File: src/rtl/rst_cause_reg.sv
module rst_cause_reg #(
  parameter int ADDR_W = 16,
  parameter int CNT_W  = 3,
  parameter logic [ADDR_W-1:0] BASE = 16'hF020
) (
  input  logic              clk,
  input  logic              rst_n,
  input  logic [ADDR_W-1:0] addr,
  input  logic              wr_en,
  input  logic [31:0]       wdata,
  output logic [31:0]       rd_data,
  input  logic              sys_rst_evt,
  input  logic              btn_por_set,
  input  logic              btn_xir_set,
  output logic              sys_rst_req,
  output logic [CNT_W-1:0]  por_count
);
  localparam int B_POR  = 31;
  localparam int B_SPOR = 30;
  localparam int B_SXIR = 29;
  localparam int B_BPOR = 28;
  localparam int B_BXIR = 27;
  localparam logic [31:0] KEEP_M = 32'hF800_0000;
  localparam logic [31:0] W1C_M  = (32'd1 << B_POR) | (32'd1 << B_BPOR) | (32'd1 << B_BXIR);
  localparam logic [31:0] SET_M  = (32'd1 << B_SPOR) | (32'd1 << B_SXIR);
  localparam logic [31:0] POR_ONLY = 32'd1 << B_POR;
  localparam logic [CNT_W-1:0] CNT_MAX = {CNT_W{1'b1}};

  logic [31:0] cause, cause_nxt, wm;
  logic        word_hit, wr_go;

  assign word_hit = (addr[ADDR_W-1:3] == BASE[ADDR_W-1:3]) && addr[2];
  assign wr_go    = wr_en && word_hit && !sys_rst_evt;
  assign wm       = wdata & KEEP_M;
  assign rd_data  = word_hit ? cause : 32'd0;

  always_comb begin
    cause_nxt = cause;
    if (sys_rst_evt) begin
      if (por_count == '0) cause_nxt = POR_ONLY;
    end else if (wr_go) begin
      cause_nxt = (cause & ~(wm & W1C_M)) | (wm & SET_M);
    end
    if (btn_por_set) cause_nxt[B_BPOR] = 1'b1;
    if (btn_xir_set) cause_nxt[B_BXIR] = 1'b1;
  end

  always_ff @(posedge clk or negedge rst_n) begin
    if (!rst_n) begin
      cause       <= '0;
      por_count   <= '0;
      sys_rst_req <= 1'b0;
    end else begin
      cause       <= cause_nxt;
      sys_rst_req <= wr_go && (wm[B_SPOR] || wm[B_SXIR]);
      if (sys_rst_evt) begin
        if (por_count != CNT_MAX) por_count <= por_count + 1'b1;
      end else if (wr_go && wm[B_SPOR]) begin
        por_count <= '0;
      end
    end
  end

  a_r2_decode_guard: assert property (@(posedge clk) disable iff (!rst_n)
    (!(wr_en && word_hit) && !sys_rst_evt && !btn_por_set && !btn_xir_set)
      |=> ($stable(rd_data) || !word_hit) && $stable(por_count) && !sys_rst_req);

  a_r3_por_flag_clear: assert property (@(posedge clk) disable iff (!rst_n)
    (wr_en && word_hit && wdata[B_POR] && !sys_rst_evt) |=> !cause[B_POR]);

  a_r5_spor_arms: assert property (@(posedge clk) disable iff (!rst_n)
    (wr_en && word_hit && wdata[B_SPOR] && !sys_rst_evt) |=> (por_count == '0) && sys_rst_req);

  a_r6_sxir_keeps_count: assert property (@(posedge clk) disable iff (!rst_n)
    (wr_en && word_hit && wdata[B_SXIR] && !wdata[B_SPOR] && !sys_rst_evt)
      |=> sys_rst_req && $stable(por_count));

  a_r8_first_reset: assert property (@(posedge clk) disable iff (!rst_n)
    (sys_rst_evt && por_count == '0 && !btn_por_set && !btn_xir_set) |=> cause == POR_ONLY);

  a_r9_later_reset_keeps: assert property (@(posedge clk) disable iff (!rst_n)
    (sys_rst_evt && por_count != '0 && !btn_por_set && !btn_xir_set) |=> $stable(cause));

  a_r10_saturate: assert property (@(posedge clk) disable iff (!rst_n)
    (sys_rst_evt && por_count == CNT_MAX) |=> por_count == CNT_MAX);

  a_r13_event_wins: assert property (@(posedge clk) disable iff (!rst_n)
    (sys_rst_evt && wr_en) |=> !sys_rst_req);
endmodule

File: config.mk
export PLATFORM = sky130hd
export DESIGN_NAME = rst_cause_reg
export DESIGN_NICKNAME = d
export VERILOG_FILES = /design/src/rtl/rst_cause_reg.sv
export SDC_FILE = /design/constraint.sdc
export NUM_CORES = 1
export LEC_CHECK = 0
export ABC_AREA = 0
export BUFFER_PORTS_ARGS = -buffer_cell sky130_fd_sc_hd__buf_2
export CAP_MARGIN = 20
export CORE_MARGIN = 3
export CORE_UTILIZATION = 25
export CTS_CLUSTER_DIAMETER = 50
export CTS_CLUSTER_SIZE = 20
export DETAILED_ROUTE_END_ITERATION = 7
export MAX_ROUTING_LAYER = met4
export PLACE_DENSITY = 0.62
export SYNTH_ARGS = -nofsm -noshare
export SYNTH_HDL_FRONTEND = slang
export SYNTH_SLANG_ARGS = --single-unit
File: constraint.sdc
create_clock -name clk -period 2 [get_ports clk]
set_clock_uncertainty 0.2 [all_clocks]
set_input_delay 0.1 -clock clk [delete_from_list [all_inputs] [get_ports clk]]
set_output_delay 0.1 -clock clk [all_outputs]
set_load 0.01 [all_outputs]
# == Word level (Yosys, flattened, before mapping) ==
# Cells that the tools add are included.
# totals
latchBits,0
inputBits,54
ramBits,0
mem_bits_ro,0
output_inout_bits,36
memories,0
register_bits,36
# op_classes
mux,9
bitwise,3
eq_ne,6
mul,0
n_div,0
order_cmp,0
reduce_logical,16
addsub,1
shifts,0
# op_table
cell,count
$mux W32,4
$and A32 B32 Y32,1
$not A32 Y32,1
$or A32 B31 Y32,1
$eq A13 B13 Y1 const B,1
$mux W3,3
$reduce_and A2 Y1,4
$ne A3 B1 Y1 const B,2
$reduce_bool A3 Y1,2
$logic_and A1 B1 Y1,5
$ne A2 B1 Y1 const B,2
$reduce_bool A2 Y1,2
$add A3 B1 Y3 const B,1
$logic_not A3 Y1,1
$ne A3 B3 Y1 const B,1
$mux W1,2
$logic_not A1 Y1,1
$logic_or A1 B1 Y1,1

# == Depth between registers and ports, before layout ==
# depth
depth_word,7
mapped_depth,5
depth_no_buf,5

# == Worst setup path after synthesis ==
# OpenSTA, ideal clock, no wires.
# synth_path
path_type,input port to flip-flop
startpoint,in addr[8]
endpoint,reg cause[31]
required_ns,1.656
stages,3
path_slack_ns,0.465
n_path_buf,0
t_arrival_ns,1.191
setup_ns,0.144
path_cell_list,or4_4 > nor4_4 > a31oi_1
# synth_between
elab_chain_cells,6
# synth_rtl
element,line_no,rtl
"start, declared",8,"input logic [ADDR_W-1:0] addr,"
$eq A13 B13 Y1,32,assign word_hit = (addr[ADDR_W-1:3] == BASE[ADDR_W-1:3]) && addr[2];
$logic_and A1 B1 Y1,32,
$logic_and A1 B1 Y1 (2 in a row),33,assign wr_go = wr_en && word_hit && !sys_rst_evt;
$reduce_bool A2 Y1 (no source line),-,
$reduce_and A2 Y1 (no source line),-,
"end signal, assigned",54,cause <= cause_nxt;
"end, declared",29,"logic [31:0] cause, cause_nxt, wm;"
# Every way passes these cells.
# A chain may end at the register's enable or synchronous reset.

# == Worst setup path after layout ==
# layout_path
startpoint,in addr[8]
endpoint,out rd_data[29]
# layout_between
elab_chain_cells,3
# layout_rtl
element,line_no,rtl
$eq A13 B13 Y1,32,
$logic_and A1 B1 Y1,32,
$mux W32,35,assign rd_data = word_hit ? cause : 32'd0;
"end, declared",11,"output logic [31:0] rd_data,"
# Every way passes these cells.

==> reports/metrics.csv <==
stage,metric,value,unit
sta,rsz0062_at_grt,no,
clock_network,clock_latency,0.25,ns
clock_network,postCtsSetupRepairBufs,0,
final_layout,fin_nets,178,
grt,grt_pass1_vias,527,
grt,grt_max_degree,10,
clock_network,numCtsBuffers,3,
yosys,synth-seq-cells,9,
die,floorplan.rows,18,
yosys,synth_cells,75,
route,wl_per_cell,10.1,um
sta,finalCriticalPeriod,1.82,ns
route,ant_nets,0,
power_and_ir_drop,power_density,702,nW/um^2
yosys,async_flop_share,1.00,
yosys,synth.avg_cell_area,9.73,um^2
sta,fmax,548,MHz
sta,setup_viol,0,
sta,slew_violations,0,
worst_setup_path,cp-end-kind,output port,
power_and_ir_drop,total_power,0.660,mW
worst_setup_path,ff2ff_path_depth,5,
clock_network,cts_tree,done,
placed_design,place_area,835,um^2
power_and_ir_drop,swShare,0.351,
hold_path,hold_path_class,input port to async pin,
grt,grt_pass1_wl,2380,um
sta,layout_setup_ws,0.176,ns
yosys,syn_area,729,um^2
final_layout,diodes,0,
power_and_ir_drop,power.leakage,0.524,nW
grt,grt_antenna_before_repair,0,
yosys,yosys.area.top_type_share,0.309,
yosys,synthTopCellsByCount,"buf_4, dfrtp_1, and2_1",
yosys,synth_edf_count,0,
yosys,ys_seq_area_frac,0.309,
worst_setup_path,cp-start-kind,input port,
clock_network,path_clk_slew,0.06,ns
sta,hold_violations,0,
die,start_util,0.279,
placed_design,globalplace.congestion,0.697,
yosys,yosysWarningCount,0,
die,die_y,60.0,um
route,drt_wl_total,1510,um
placed_design,hpwl,1340,um
die,fp.dieW,60.0,um
power_and_ir_drop,pwr-share-clk,0.202,
power_and_ir_drop,pwr-share-comb,0.407,
route,viasPerCell,3.95,
route,num_vias,592,
route,drcViolationCount,0,
die,fp.dieArea,3600,um^2
clock_network,cts-root-buf,clkbuf_4,
outcome,outcome,finished clean,
sta,period_share,0.912,
clock_network,clock-sinks,9,
sta,fin_setup_tns,0,ns
grt,gr-total-overflow,0,
placed_design,port_buffers,33,
grt,grt_use_total,0.0946,
die,coreArea,2610,um^2
final_layout,fillers,268,
yosys,synth_cell_type_count,25,
worst_setup_path,crit_type,input port to output port,
worst_setup_path,critPathMaxFanout,5,
route,dr.pass1.iters,4,
placed_design,place_ws,0.155,ns
yosys,synth.most_common_cell,buf_4,
run,drv_cap,0,
power_and_ir_drop,p_seq_frac,0.391,
yosys,synth_top_cell_by_area,dfrtp_1,
die,ios,90,
worst_setup_path,cp.required,1.70,ns
final_layout,area_growth,29.0,%
final_layout,drive_above_1_share,0.342,
final_layout,final_area,941,um^2
power_and_ir_drop,p_switching,0.232,mW
yosys,synth_area_leaders,"dfrtp_1, buf_4, ha_1",
worst_setup_path,arrival,1.52,ns
clock_network,htreeDepth,1,
clock_network,cts_buffer_depth,2,
yosys,synth_ff_type,dfrtp_1,
power_and_ir_drop,peakVddDrop,0.310,mV
power_and_ir_drop,internal_power,0.429,mW
route,drt_iter0_drc,12,
[registers in the layout, summed over array words and instances (netlist names)]
signal / flops
cause: 5
por_count: 3
sys_rst_req: 1
[worst paths after layout]
path / startpoint / end / slack (ns)
max reg2reg: por_count[0]$_DFFE_PN0P_ / por_count[0]$_DFFE_PN0P_ / 0.45
min reg2reg: cause[29]$_DFFE_PN0P_ / cause[29]$_DFFE_PN0P_ / 0.30
min: rst_n / cause[29]$_DFFE_PN0P_ / 0.02
max in group asynchronous: rst_n / cause[28]$_DFFE_PN0P_ / 1.41
max: addr[8] / rd_data[29] / 0.18
min in group clk: sys_rst_evt / cause[31]$_DFFE_PN0P_ / 0.13
[layer usage]
layer,global-route usage,part of all wire,up-vias
met5,-,0,-
met4,0.0380,0,0
met3,0.0389,0.096,0
met2,0.164,0.56,28
met1,0.0932,0.34,274
li1,-,-,290
[final cells by class]
| class | count | area, um^2 | share of cell area |
|---|---|---|---|
| Clock buffer | 4 | 26.3 | 0.0279 |
| Inverter | 2 | 7.51 | 0.00798 |
| Multi-Input combinational cell | 63 | 392 | 0.416 |
| Sequential cell | 9 | 225 | 0.239 |
| Tap cell | 30 | 37.5 | 0.0399 |
| Timing Repair Buffer | 42 | 253 | 0.269 |
[cells by family (layout without fill, tap and decap cells)]
kind of cell / after synthesis / count (layout) / synth area share
and+or+nand+nor: 21 / 21 / 0.228
buffers and inverters: 29 / 48 / 0.288
xor gates and xnor gates: 1 / 1 / 0.0120
muxes: 2 / 2 / 0.0274
DFF: 9 / 9 / 0.309
other: 1 / 27 / 0.00514
adders and majority gates: 3 / 3 / 0.0515
AOI/OAI and AO/OA: 9 / 9 / 0.0789
[worst max-delay path, cell delays in order]
cell	delay, ns
buf_2	0.09
or4_4	0.55
nor4b_2	0.46
and2_1	0.19
buf_2	0.13
[timing repair]
| item | in CTS | in global routing |
|---|---|---|
| endpoints found under the hold margin | 18 | 0 |
| hold buffers | 8 | 0 |
| resized for setup | 0 | 0 |
[stage by stage]
| step | hold slack (ns) | instances | utilization |
|---|---|---|---|
| after floorplan | -0.396 | 101 | - |
| final | 0.0191 | 150 | 0.360 |
| after detailed placement | -0.239 | 138 | 0.319 |
| after CTS | 0.0273 | 150 | 0.360 |
| after global placement | -0.245 | 138 | 0.319 |
| after global routing | 0.0130 | 150 | 0.360 |
[power by group through the flow]
stage                     combinational, mW  clock (mW)  sequential (mW)
after global placement                0.249           0            0.260
after CTS                             0.277       0.140            0.259
after detailed placement              0.262           0            0.262
final                                 0.269       0.133            0.258
after global routing                  0.311       0.157            0.267
after floorplan                       0.192           0            0.273
[cells in the final DEF, fill, tap and decap left out, drive strengths merged]
cell type	netlist	layout
mux2i	2	2
nand3b	1	1
o21a	1	1
a31oi	2	2
a22o	2	2
nor4b	1	1
a21oi	2	2
and2	5	5
xnor2	1	1
inv	2	2
dlygate4sd3	0	8
buf	27	34
nor2b	1	1
nand2	2	2
clkbuf	0	4
nor2	3	3
conb	1	27
nor4	1	1
dfrtp	9	9
or4b	1	1
nand2b	1	1
nor3b	2	2
or4	1	1
nand4b	2	2
o21ai	2	2
ha	3	3
Note: power is estimated with default switching activity, not from simulation.
